**config.mk**
```make
export PLATFORM = sky130hd
export DESIGN_NAME = tvx_exec
export DESIGN_NICKNAME = d
export VERILOG_FILES = /design/src/rtl/tvx_pkg.sv /design/src/rtl/tvx_seq.sv /design/src/rtl/tvx_drive.sv /design/src/rtl/tvx_check.sv /design/src/rtl/tvx_exec.sv
export SDC_FILE = /design/constraint.sdc
export NUM_CORES = 1
export LEC_CHECK = 0
export CAP_MARGIN = 10
export CORE_UTILIZATION = 45
export DETAILED_ROUTE_END_ITERATION = 10
export GPL_TIMING_DRIVEN = 0
export PLACE_DENSITY = 0.81
export SETUP_SLACK_MARGIN = 0.4
export SLEW_MARGIN = 20
export SYNTH_ARGS = -nofsm -noshare
export SYNTH_HDL_FRONTEND = slang
export SYNTH_SLANG_ARGS = --single-unit
```
**constraint.sdc**
```tcl
create_clock -name clk -period 1.7 [get_ports clk]
set_input_delay 0.255 -clock clk [delete_from_list [all_inputs] [get_ports clk]]
set_output_delay 0.255 -clock clk [all_outputs]
set_load 0.05 [all_outputs]
```
**src/rtl/tvx_pkg.sv**
```systemverilog
package tvx_pkg;
  localparam int SYMW = 4;

  localparam logic [SYMW-1:0] SYM_GND  = 4'd0;
  localparam logic [SYMW-1:0] SYM_VCC  = 4'd1;
  localparam logic [SYMW-1:0] SYM_IGN  = 4'd2;
  localparam logic [SYMW-1:0] SYM_LO   = 4'd3;
  localparam logic [SYMW-1:0] SYM_HI   = 4'd4;
  localparam logic [SYMW-1:0] SYM_PPUL = 4'd5;
  localparam logic [SYMW-1:0] SYM_NPUL = 4'd6;
  localparam logic [SYMW-1:0] SYM_RISE = 4'd7;
  localparam logic [SYMW-1:0] SYM_FALL = 4'd8;
  localparam logic [SYMW-1:0] SYM_XLO  = 4'd9;
  localparam logic [SYMW-1:0] SYM_XHI  = 4'd10;
  localparam logic [SYMW-1:0] SYM_XZ   = 4'd11;

  typedef enum logic [2:0] {
    PH_IDLE, PH_D0, PH_D1, PH_D2, PH_SA, PH_SB
  } phase_e;

  // Drive levels for sub-phases {D2, D1, D0}
  function automatic logic [2:0] sym_pattern(input logic [SYMW-1:0] c);
    unique case (c)
      SYM_HI:   return 3'b111;
      SYM_PPUL: return 3'b010;
      SYM_NPUL: return 3'b101;
      SYM_RISE: return 3'b110;
      SYM_FALL: return 3'b001;
      default:  return 3'b000;
    endcase
  endfunction
endpackage

```
**src/rtl/tvx_seq.sv**
```systemverilog
module tvx_seq
  import tvx_pkg::*;
#(
  parameter int LENW = 8
) (
  input  logic            clk,
  input  logic            rst_n,
  input  logic            start,
  input  logic [LENW-1:0] len,
  output phase_e          phase,
  output logic            busy,
  output logic            accept,
  output logic            cap_a,
  output logic            fin,
  output logic            done
);
  logic [LENW-1:0] cnt;
  logic [LENW-1:0] len_q;
  logic            last;

  assign busy   = (phase != PH_IDLE);
  assign accept = start && !busy;
  assign last   = (cnt == len_q);
  assign cap_a  = (phase == PH_SA) && last;
  assign fin    = (phase == PH_SB) && last;

  always_ff @(posedge clk or negedge rst_n) begin
    if (!rst_n) begin
      phase <= PH_IDLE;
      cnt   <= '0;
      len_q <= '0;
      done  <= 1'b0;
    end else begin
      done <= fin;
      if (accept) begin
        phase <= PH_D0;
        cnt   <= '0;
        len_q <= len;
      end else if (busy) begin
        if (last) begin
          cnt <= '0;
          unique case (phase)
            PH_D0:   phase <= PH_D1;
            PH_D1:   phase <= PH_D2;
            PH_D2:   phase <= PH_SA;
            PH_SA:   phase <= PH_SB;
            default: phase <= PH_IDLE;
          endcase
        end else begin
          cnt <= cnt + 1'b1;
        end
      end
    end
  end

  a_r11_cnt_bound: assert property (@(posedge clk) disable iff (!rst_n)
    busy |-> (cnt <= len_q));
  a_r1_done_pulse: assert property (@(posedge clk) disable iff (!rst_n)
    done |=> !done);
  a_r1_done_idle: assert property (@(posedge clk) disable iff (!rst_n)
    done |-> !busy);
  a_r1_accept_d0: assert property (@(posedge clk) disable iff (!rst_n)
    accept |=> (phase == PH_D0) && (cnt == '0));
endmodule

```
**src/rtl/tvx_drive.sv**
```systemverilog
module tvx_drive
  import tvx_pkg::*;
(
  input  phase_e          phase,
  input  logic [SYMW-1:0] code,
  output logic            drv_en,
  output logic            drv_val,
  output logic            sup_en,
  output logic            sup_val,
  output logic            pull_up,
  output logic            pull_dn
);
  logic       active;
  logic       is_drv;
  logic [2:0] pat;
  logic [1:0] step;

  assign active = (phase != PH_IDLE);
  assign is_drv = (code >= SYM_LO) && (code <= SYM_FALL);
  assign pat    = sym_pattern(code);

  always_comb begin
    unique case (phase)
      PH_D0:   step = 2'd0;
      PH_D1:   step = 2'd1;
      default: step = 2'd2;
    endcase
  end

  assign drv_en  = active && is_drv;
  assign drv_val = drv_en && pat[step];
  assign sup_en  = active && (code <= SYM_VCC);
  assign sup_val = sup_en && code[0];
  assign pull_up = (phase == PH_SA) && (code == SYM_XZ);
  assign pull_dn = (phase == PH_SB) && (code == SYM_XZ);
endmodule

```
**src/rtl/tvx_check.sv**
```systemverilog
module tvx_check
  import tvx_pkg::*;
(
  input  logic            clk,
  input  logic            rst_n,
  input  logic [SYMW-1:0] code,
  input  logic            pin_in,
  input  logic            cap_a,
  output logic            fail_nx
);
  logic rd_a;

  always_ff @(posedge clk or negedge rst_n) begin
    if (!rst_n)     rd_a <= 1'b0;
    else if (cap_a) rd_a <= pin_in;
  end

  // Evaluated while in the last cycle of sample B
  always_comb begin
    if (code <= SYM_FALL)     fail_nx = 1'b0;
    else if (code == SYM_XLO) fail_nx = rd_a;
    else if (code == SYM_XHI) fail_nx = !rd_a;
    else if (code == SYM_XZ)  fail_nx = !(rd_a && !pin_in);
    else                      fail_nx = 1'b1;
  end
endmodule

```
**src/rtl/tvx_exec.sv**
```systemverilog
module tvx_exec
  import tvx_pkg::*;
#(
  parameter int NPIN = 8,
  parameter int LENW = 8
) (
  input  logic                 clk,
  input  logic                 rst_n,
  input  logic                 start,
  input  logic [NPIN*SYMW-1:0] vec,
  input  logic [LENW-1:0]      phase_len,
  input  logic [NPIN-1:0]      pin_in,
  output logic                 busy,
  output logic                 done,
  output logic [NPIN-1:0]      drv_en,
  output logic [NPIN-1:0]      drv_val,
  output logic [NPIN-1:0]      sup_en,
  output logic [NPIN-1:0]      sup_val,
  output logic [NPIN-1:0]      pull_up,
  output logic [NPIN-1:0]      pull_dn,
  output logic [NPIN-1:0]      fail_mask,
  output logic                 pass
);
  localparam int VW = NPIN * SYMW;

  phase_e          phase;
  logic            accept, cap_a, fin;
  logic [VW-1:0]   vec_q;
  logic [NPIN-1:0] fail_nx;

  tvx_seq #(.LENW(LENW)) u_seq (
    .clk(clk), .rst_n(rst_n), .start(start), .len(phase_len),
    .phase(phase), .busy(busy), .accept(accept), .cap_a(cap_a),
    .fin(fin), .done(done)
  );

  always_ff @(posedge clk or negedge rst_n) begin
    if (!rst_n) vec_q <= '0;
    else if (accept) vec_q <= vec;
  end

  for (genvar g = 0; g < NPIN; g++) begin : g_pin
    logic [SYMW-1:0] code;
    assign code = vec_q[g*SYMW +: SYMW];

    tvx_drive u_drv (
      .phase(phase), .code(code),
      .drv_en(drv_en[g]), .drv_val(drv_val[g]),
      .sup_en(sup_en[g]), .sup_val(sup_val[g]),
      .pull_up(pull_up[g]), .pull_dn(pull_dn[g])
    );

    tvx_check u_chk (
      .clk(clk), .rst_n(rst_n), .code(code), .pin_in(pin_in[g]),
      .cap_a(cap_a), .fail_nx(fail_nx[g])
    );
  end

  always_ff @(posedge clk or negedge rst_n) begin
    if (!rst_n) begin
      fail_mask <= '0;
      pass      <= 1'b0;
    end else if (fin) begin
      fail_mask <= fail_nx;
      pass      <= (fail_nx == '0);
    end
  end

  a_r6_no_clash: assert property (@(posedge clk) disable iff (!rst_n)
    (drv_en & sup_en) == '0);
  a_r6_pull_excl: assert property (@(posedge clk) disable iff (!rst_n)
    (pull_up & pull_dn) == '0);
  a_r2_idle_release: assert property (@(posedge clk) disable iff (!rst_n)
    !busy |-> (drv_en == '0) && (sup_en == '0) && (pull_up == '0) && (pull_dn == '0));
  a_r10_hold: assert property (@(posedge clk) disable iff (!rst_n)
    !fin |=> $stable(fail_mask) && $stable(pass));
  a_r10_pass_agree: assert property (@(posedge clk) disable iff (!rst_n)
    done |-> (pass == (fail_mask == '0)));
endmodule

```
* Word level (Yosys, flattened, before mapping)
Cells that the tools add are included.
** Word-level totals
- Bits in registers :: 69
- Bits of input ports :: 51
- Output and inout port bits :: 59
- Logic and storage cells :: 272
** Operators by class
- $add $sub $neg :: 1
- Magnitude comparators :: 25
- Eq/ne operators :: 70
- Muxes and demuxes :: 64
- Reductions and logical operators :: 97
** Operator list (number)
- 4-bit by 3-bit == test with 1-bit output (second input constant) :: 32
- 4-bit == test (second input constant) :: 32
- 3-bit one-hot mux with 5 select lines :: 8
- 1-bit logical AND :: 67
- 1-bit 2-to-1 mux :: 40
- 4-bit by 2-bit greater-or-equal comparator with 1-bit output (second input constant) :: 8
- 4-bit by 1-bit less-or-equal comparator with 1-bit output (second input constant) :: 8
- 4-bit less-or-equal comparator (second input constant) :: 8
- 1-bit logical NOT :: 25
- 8-bit 2-to-1 mux :: 3
- 1-bit binary-select mux with 2-bit select :: 8
- 3-bit one-hot mux with 4 select lines :: 1
- 3-bit 2-to-1 mux :: 3
- 8-bit by 1-bit adder with 8-bit output (second input constant) :: 1
- 8-bit == test :: 1
- 8-bit logical NOT :: 1
- 3-bit by 2-bit == test with 1-bit output (second input constant) :: 2
- 3-bit == test (second input constant) :: 2
- 2-bit one-hot mux with 2 select lines :: 1
- 2-bit nonzero test :: 2
- 3-bit by 1-bit == test with 1-bit output (second input constant) :: 1
- 2-bit by 3-bit less-than comparator with 1-bit output (second input constant) :: 1
- 3-bit nonzero test :: 1
- 2-bit AND reduction :: 1

* Depth between registers and ports, before layout
Gate-level depths: netlist (run 1).
- Word-level depth :: 8
- Gate-level depth with buffers :: 8
- Gate-level depth less buffers :: 5

* Hierarchy
Synthesis (run 1) repeated with hierarchy kept, for this count alone.
** Second synthesis, totals
- Cells, all modules :: 456
- Area total of the unflattened synthesis :: 4576.9 um^2
** Modules (own cells, without submodules)
- tvx_exec :: instances 1, cells an instance 91, area an instance 1705.4 um^2, sequential area each 1026.0 um^2
- tvx_drive :: instances 8, cells an instance 26, area an instance 165.2 um^2, sequential area each 0.0 um^2
- tvx_seq :: instances 1, cells an instance 101, area an instance 1039.7 um^2, sequential area each 500.5 um^2
- tvx_check :: instances 8, cells an instance 7, area an instance 63.8 um^2, sequential area each 25.0 um^2

* Worst setup path after synthesis (run 1)
No wires, ideal clock.
- Kind :: flip-flop to output port
- Start :: reg u_seq.phase[1]
- End :: out drv_val[2]
- Arrival time :: 1.648 ns
- Data required time :: 1.445 ns
- Setup slack :: -0.203 ns
- Cell stages (with the launch flop) :: 9
- Cell sequence :: dfrtp_1 -> buf_6 -> nor3b_4 -> buf_4 -> nor4_1 -> a31oi_1 -> o211a_1 -> a211oi_2 -> buf_4
** Between the ends
- Longest elaborated chain between the ends :: 5
** RTL lines
- start: declaration :: line tvx_seq.sv:10 : output phase_e phase,
- start signal: assignment :: line tvx_seq.sv:29 : phase <= PH_IDLE;
- start signal: assignment :: line tvx_seq.sv:36 : phase <= PH_D0;
- start signal: assignment :: line tvx_seq.sv:43 : PH_D0: phase <= PH_D1;
- 3-bit by 2-bit == test with 1-bit output / 3-bit by 1-bit == test with 1-bit output (equally long branches) :: line tvx_drive.sv:23 : unique case (phase)
- 2-bit one-hot mux with 2 select lines :: line tvx_drive.sv:23
- 1-bit binary-select mux with 2-bit select :: line tvx_drive.sv:31 : assign drv_val = drv_en && pat[step];
- 1-bit 2-to-1 mux (implied by the code) :: line tvx_drive.sv:31
- 1-bit logical AND (*) :: line tvx_drive.sv:31
- end: declaration :: line tvx_exec.sv:16 : output logic [NPIN-1:0] drv_val,
Mark *: on every way between the ends. The rest lies on a longest branch, timed or not. The select of a mux whose other input is x is not followed.

* Final worst setup path (run 1)
- Start :: reg u_seq.phase[0]
- End :: out drv_val[4]
The elaborated chain is that of the path after synthesis.

==> results_dict.tcl, run 1 <==
set metrics [dict create \
    outcome "finished with violations" \
    violations "negative setup slack" \
    worstMarginPinSlew_ps 550 \
    post-route-period-util_pct 156 \
    yosysSeqAreaShare_pct 36.8 \
    numCtsBuffers 9 \
    final-hold-violation-count 0 \
    overflow 0 \
    cts.clk_slew.worst_paths_ps 110 \
    end_kind "output port" \
    ys_types 54 \
    fin_crit_ps 2650 \
    htreeDepth 3 \
    vias_per_cell 6.43 \
    worst_setup_path_start_kind "flip-flop" \
    final_max_slew_viol_count 0 \
    routabilityCongestion 0.845 \
    maxCapViolations 0 \
    start_util_pct 47.1 \
    areaGrowthSynthToFinish_pct 78.1 \
    synthesis.area_um2 4690 \
    place_ws_ps -1120 \
    ys_top_cells_by_count "dfrtp_1, buf_4, nand2_1" \
    ys_top_cells_by_area "dfrtp_1, buf_4, mux2_2" \
    design_area_um2 8350 \
    r2r_start "u_seq.phase[0]" \
    synth-edff-count 0 \
    vdd_drop_max_v 0.00164 \
    worstPathArrival_ps 2400 \
    rows 36 \
    slew_headroom_pct 63.0 \
    cp_max_fo 6 \
    setup_slack_ps -955 \
    dpl.hpwl_um 9470 \
    synth_warnings 0 \
    ant_nets 0 \
    core_um2 9950 \
    dieHeight_um 104 \
    grt_pass1_vias 5266 \
    layout-drive-gt1-share_pct 53.8 \
    io_buffers 109 \
    pin_count 110 \
    synth_nets 569 \
    firstDrtPassIters 7 \
    synthFlopType "dfrtp_1" \
    place_area_um2 6450 \
    ys_ff_latch 69 \
    wl_per_cell_um 25.8 \
    syn_avg_cell_area_um2 9.07 \
    drc 0 \
    yosysTopAreaCell "dfrtp_1" \
    rr_worst_depth 12 \
    whs_ps 358 \
    dieWidth_um 104 \
    grt_max_degree 39 \
    cts_tree "built" \
    clock_latency_ps 390 \
    async_flop_share_pct 100 \
    finalClockSkew_ps 31.2 \
    crit_required_ps 1440 \
    clock_path_buffers 2 \
    die-area_um2 10800 \
    synth_cells 517 \
    drt_iter0_drc 664 \
    track_usage_pct 34.0 \
    antenna_found_initial 0 \
    rsz0062_at_grt "true" \
    power_uw 18800 \
    nets 765 \
    wirelength_um 22000 \
    rrSetupSlack_ps -720 \
    clock_sinks 69 \
    rr_endpoint "vec_q[2]" \
    leakagePower_uw 0.00364 \
    setup_violations 117 \
    dr_total_vias 5473 \
    cts-root-buf "clkbuf_8" \
    crit_type "flip-flop to output port" \
    n_antenna_cell 0 \
    cellPowerDensity_nw_per_um2 2250 \
    yosysMostFrequentCell "dfrtp_1" \
    synth.top_cell.area_share_pct 36.8 \
    max_freq_mhz 377 \
    grt_pass1_wl_um 28400 \
    min_path_type "input pin to async pin" \
]
## power breakdown
part	switching (µW)	internal (µW)	leakage, µW	total [µW]
Combinational	7580	6570	0.00272	14100
Clock	773	677	0.0000923	1450
Sequential	821	2360	0.000827	3180
Total	9180	9600	0.00364	18800
## sequential cells by signal, indices dropped and copies added (netlist names)
name              count
u_seq.done            1
pass                  1
u_seq.cnt             8
u_seq.len_q           8
u_seq.phase           3
vec_q                32
g_pin.u_chk.rd_a      8
fail_mask             8
## metal layers
layer  vias to the layer above  global-route usage [%]  wire, µm
met3                       186                    8.90      2290
li1                       2157                       -         -
met5                         -                       0         0
met4                         0                    22.3      1970
met2                       518                    56.1     10400
met1                      2612                    38.9      7330
## layout by cell type (no fill, tap or decap), types with 19 or more instances in the layout
cell	count
buf_12	19
buf_4	38
buf_6	79
buf_8	47
clkdlybuf4s50_1	49
dfrtp_1	65
inv_1	22
mux2_4	33
nand2_1	29
nor2_4	24
## through the flow
stage	utilization, %	cells	TNS, ps
final	83.9	851	-68740
after global routing	83.9	851	-71010
after CTS	78.3	837	-37970
after detailed placement	64.8	760	-48370
after global placement	64.6	759	-185160
after floorplan	-	517	-2750
## kinds of logic (layout without fill, tap and decap cells)
kind of cell               after synthesis  after routing  share of synthesized area, %
AOI/OAI and AO/OA                      112            112                          16.1
muxes                                   34             34                          8.25
DFF                                     69             69                          36.8
xor gates and xnor gates                12             12                          2.64
adders and majority gates                1              1                         0.267
and+or+nand+nor                        177            178                          20.7
buffers and inverters                  112            312                          15.2
## worst max-delay path by stage
stage | start | endpoint | cells past startpoint
final | u_seq.phase[0] | drv_val[4] | 8
after CTS | u_seq.phase[1] | drv_val[2] | 9
after global placement | rst_n | vec_q[17] | 1
after detailed placement | u_seq.phase[1] | drv_val[3] | 9
after floorplan | u_seq.phase[1] | drv_val[2] | 8
after global routing | u_seq.phase[0] | drv_val[4] | 8
## worst max-delay path, cell delays in order (launching register included)
cell and delay (ps):
dfrtp_1 400, buf_8 150, nor3b_4 380, clkbuf_4 310, nand4_1 140, o211a_1 170
a211oi_2 220, buf_6 140, buf_8 130
## final cells by class
type	count	area, µm²
flip-flops and latches	69	1730
clock inverters	6	63.8
multi-input cells	337	2950
inverters	25	109
plain buffers	87	953
well taps	133	166
repair buffers	184	2250
clock buffers	10	128
fillers	465	1610
## repair_timing
action,4_1_cts,5_1_grt
resized for setup,475,109
endpoints found under the setup margin,128,121
hold endpoints to repair,31,0
setup buffers,51,12
cloned,9,2
pin swaps,22,26
hold buffers,1,0
Power figures use the tool's default switching activity.
==> inputs of run 2 (changes only) <==
- CTS_CLUSTER_SIZE: unset -> 14
- PLACE_DENSITY: 0.81 -> 0.78
- clock period: 1.7 -> 2.8 ns (I/O delays scaled with it)
==> results_dict.tcl, run 2 (synthesized netlist as in run 1, its figures left out) <==
set metrics [dict create \
    largest_reg_flops 32 \
    core_um2 9950 \
    dieWidth_um 104 \
    maxCapViolations 0 \
    crit_path_cell_trace "clkbuf_1, inv_1, nor3_2, o21ai_1, a21o_1, a211oi_2, buf_4, buf_8" \
    vdd_drop_max_v 0.000756 \
    dr_total_vias 4421 \
    grt_max_degree 56 \
    worstPathArrival_ps 2410 \
    top_register "vec_q" \
    whs_ps 473 \
    cp_slowest_cell "clkbuf_1" \
    cts.clk_slew.worst_paths_ps 70 \
    areaGrowthSynthToFinish_pct 38.0 \
    antenna_found_initial 0 \
    worst_setup_path_start_kind "flip-flop" \
    setup_slack_ps -29.1 \
    rows 36 \
    layout-drive-gt1-share_pct 36.4 \
    cellPowerDensity_nw_per_um2 1310 \
    drt_iter0_drc 330 \
    min_path_type "input pin to async pin" \
    fin_crit_ps 2830 \
    layout_commonest_cell "buf_4" \
    start_util_pct 47.1 \
    dp.cells 760 \
    seqCellArea_um2 1730 \
    cpPeakStageDelay_ps 370 \
    crit_type "flip-flop to output port" \
    fin_cells 793 \
    cts_tree "built" \
    end_kind "output port" \
    drc 0 \
    slew_headroom_pct 62.4 \
    clock_path_buffers 2 \
    firstDrtPassIters 5 \
    post-route-period-util_pct 101 \
    io_buffers 109 \
    routabilityCongestion 0.865 \
    grt_pass1_vias 4086 \
    grt_pass1_wl_um 20900 \
    htreeDepth 3 \
    multi_input_area_um2 2430 \
    dieHeight_um 104 \
    numCtsBuffers 9 \
    finalClockSkew_ps 11.0 \
    crit_required_ps 2380 \
    wl_per_cell_um 17.0 \
    layout_common_cells "buf_4, dfrtp_1, clkdlybuf4s50_1" \
    setup_violations 1 \
    die-area_um2 10800 \
    final-hold-violation-count 0 \
    fillers 802 \
    outcome "finished with violations" \
    power_uw 8470 \
    cts-root-buf "clkbuf_8" \
    leakagePower_uw 0.00290 \
    max_freq_mhz 353 \
    violations "negative setup slack" \
    track_usage_pct 24.4 \
    dpl.hpwl_um 9060 \
    pin_count 110 \
    rrSetupSlack_ps 820 \
    clock_sinks 69 \
    wirelength_um 13500 \
    ant_nets 0 \
    vias_per_cell 5.58 \
    final_max_slew_viol_count 0 \
    nets 711 \
    clock_latency_ps 350 \
    rsz0062_at_grt "true" \
    overflow 0 \
    worstMarginPinSlew_ps 558 \
    cp_max_fo 8 \
    n_antenna_cell 0 \
]
-- run 2: changes by cell type in the layout (fill, tap and decap cells not counted), sizes merged --
cell and delta:
clkdlybuf4s15 +10, dlygate4sd2 +3, clkinv -1, clkbuf +7, clkdlybuf4s50 +10, nand2 -1, buf -84, bufinv -1
clkinvlp -1
-- run 2: path summary, 6_finish.rpt --
path / from / end / cells after the start
min in group clk: g_pin[4].u_chk.rd_a / g_pin[4].u_chk.rd_a / 2
worst min register to register: g_pin[4].u_chk.rd_a / g_pin[4].u_chk.rd_a / 2
worst min-delay path: rst_n / u_seq.done / 2
max in group asynchronous: rst_n / vec_q[23] / 3
worst max register to register: u_seq.phase[1] / fail_mask[6] / 6
worst max-delay path: vec_q[20] / drv_val[5] / 8
-- run 2: worst max-delay path, delay by kind of cell (launching register included) --
| kind | cells | cell delay [ps] |
|---|---|---|
| AOI/OAI and AO/OA | 3 | 590 |
| buffers and inverters | 4 | 870 |
| and+or+nand+nor | 1 | 290 |
| DFF | 1 | 330 |
-- run 2: final cells by class --
class                      instances  share of cell area (%)
sequential                        69                    26.7
clock buffer                       9                    1.92
multi-input combinational        336                    37.6
inverter                          25                    1.47
tap                              133                    2.57
clock inverter                     3                   0.271
timing repair buffer             131                    19.1
buffer                            87                    10.3
-- run 2: per-stage QoR --
stage	util, %	worst slack, ps	setup TNS (ps)	cell area [µm²]
floorplan	-	732	0	4690
global placement	59.7	-1030	-73980	5940
detailed placement	60.0	-248	-3070	5970
CTS	62.4	158	0	6210
global route	65.0	-37.8	-37.8	6470
finish	65.0	-29.1	-29.1	6470
-- run 2: report_power, final --
group | internal (µW) | leakage, µW | switching (µW)
Sequential | 1430 | 0.000829 | 397
Combinational | 2530 | 0.00200 | 3450
Clock | 298 | 0.0000727 | 370
-- run 2: what timing repair did --
action | CTS | global route
hold endpoints to repair | 14 | 0
gates resized for setup | 210 | 87
endpoints found under the setup margin | 49 | 42
hold buffers | 1 | 0
pin swaps | 6 | 11
cloned | 1 | 1
buffers inserted | 9 | 9
-- run 2: per-layer routing --
layer	vias up	global-route usage, %	share of wire (%)
li1	2042	-	-
met1	2121	31.5	41
met2	231	40.9	49
met3	27	5.64	7.8
met4	0	7.04	1.9
met5	-	0	0
==> inputs of run 3 (changes only) <==
- SLEW_MARGIN: 20 -> unset
==> results_dict.tcl, run 3 (synthesized netlist as in run 1, its figures left out) <==
set metrics [dict create \
    outcome "finished, final reports clean" \
    antenna_found_initial 0 \
    wirelength_um 13700 \
    cts_tree "built" \
    layout-drive-gt1-share_pct 36.0 \
    rows 36 \
    dp.cells 759 \
    start_util_pct 47.1 \
    die-area_um2 10800 \
    crit_path_cell_trace "buf_6, nor3b_4, buf_6, nand2_1, a31oi_1, o211a_1, a211oi_2, buf_4, buf_8" \
    grt_pass1_vias 4031 \
    overflow 0 \
    slew_headroom_pct 40.4 \
    end_kind "output port" \
    worstPathArrival_ps 2220 \
    drc 0 \
    routabilityCongestion 0.865 \
    rrSetupSlack_ps 760 \
    setup_slack_ps 156 \
    n_antenna_cell 0 \
    crit_top_cell "buf_6" \
    vdd_drop_max_v 0.000758 \
    top_register "vec_q" \
    clock_path_buffers 2 \
    crit_family "buffers and inverters" \
    cellPowerDensity_nw_per_um2 1320 \
    min_path_type "input pin to async pin" \
    finalClockSkew_ps 6.08 \
    drt_iter0_drc 250 \
    core_um2 9950 \
    track_usage_pct 24.1 \
    pin_count 110 \
    largest_reg_flops 32 \
    rsz0062_at_grt "true" \
    setup_tns_ps 0 \
    final-hold-violation-count 0 \
    io_buffers 109 \
    dieHeight_um 104 \
    clock_sinks 69 \
    dpl.hpwl_um 8890 \
    wl_per_cell_um 17.2 \
    nets 712 \
    dieWidth_um 104 \
    grt_pass1_wl_um 20600 \
    fin_cells 797 \
    ant_nets 0 \
    final_max_slew_viol_count 0 \
    areaGrowthSynthToFinish_pct 39.3 \
    cpPeakStageDelay_ps 380 \
    cp_slowest_cell "dfrtp_1" \
    crit_required_ps 2380 \
    whs_ps 190 \
    grt_max_degree 70 \
    vias_per_cell 5.56 \
    htreeDepth 3 \
    numCtsBuffers 9 \
    place_ws_ps -243 \
    clock_latency_ps 350 \
    max_freq_mhz 378 \
    crit_type "flip-flop to output port" \
    post-route-period-util_pct 94.4 \
    maxCapViolations 0 \
    firstDrtPassIters 5 \
    cts.clk_slew.worst_paths_ps 80 \
    layout_common_cells "buf_4, dfrtp_1, clkdlybuf4s50_1" \
    setup_violations 0 \
    leakagePower_uw 0.00296 \
    dr_total_vias 4433 \
    worst_setup_path_start_kind "flip-flop" \
    holdBufCountCts 0 \
    critical_path_buf_inv_count 4 \
    cp_max_fo 10 \
    fillers 798 \
    cts-root-buf "clkbuf_8" \
    utilization_pct 65.6 \
    fin_crit_ps 2640 \
    worstMarginPinSlew_ps 894 \
]
[run 3: changes by cell type in the layout (fill, tap and decap cells not counted), moves of 3 or more]
cell,delta
buf_4,-5
clkdlybuf4s15_2,-7
buf_6,+18
nor4_1,+3
buf_2,-5
dlygate4sd2_1,+3
[run 3: final timing paths]
check,from,to,depth (start not counted)
setup reg to reg,u_seq.phase[2],vec_q[3],9
setup / recovery,u_seq.phase[0],drv_val[5],9
hold / removal,rst_n,fail_mask[2],1
min in group clk,g_pin[6].u_chk.rd_a,g_pin[6].u_chk.rd_a,2
hold reg to reg,g_pin[6].u_chk.rd_a,g_pin[6].u_chk.rd_a,2
max in group asynchronous,rst_n,vec_q[30],1
[run 3: repair_timing]
action | 4_1_cts | 5_1_grt
pin swaps | 2 | 9
setup buffers | 6 | 14
gates resized for setup | 201 | 134
endpoints found under the setup margin | 49 | 44
cloned | 1 | 2
[run 3: worst register-to-register path, delay by kind of cell, from the launching register on]
kind / cells / cell delay [ps]
buffers and inverters: 6 / 830
flip-flops: 1 / 390
multiplexers: 1 / 350
AND/OR/NAND/NOR: 2 / 350
[run 3: metal layers]
metal	vias up	wire length [µm]	GRT usage, %	share of wire [%]
met3	55	1080	3.57	7.9
li1	2042	-	-	-
met5	-	0	0	0
met2	250	6410	39.6	47
met4	0	585	9.49	4.3
met1	2086	5610	32.0	41
[run 3: where the power goes]
group / leakage, µW / switching (µW) / internal [µW]
Combinational: 0.00204 / 3450 / 2620
Clock: 0.0000877 / 393 / 335
Sequential: 0.000831 / 396 / 1430
[run 3: layout make-up]
cell class,count,area [µm²],share of cell area [%]
Buffer,87,663,10.2
Clock buffer,10,138,2.11
Clock inverter,5,27.5,0.421
Inverter,25,95.1,1.46
Multi-Input combinational cell,336,2400,36.8
Sequential cell,69,1730,26.4
Tap cell,133,166,2.55
Timing Repair Buffer,132,1310,20.1
[run 3: through the flow]
step / instance area (µm²) / power, µW
floorplan: 4690 / 5700
global placement: 5940 / 6940
detailed placement: 5940 / 7080
CTS: 6140 / 7880
global route: 6530 / 9060
finish: 6530 / 8620
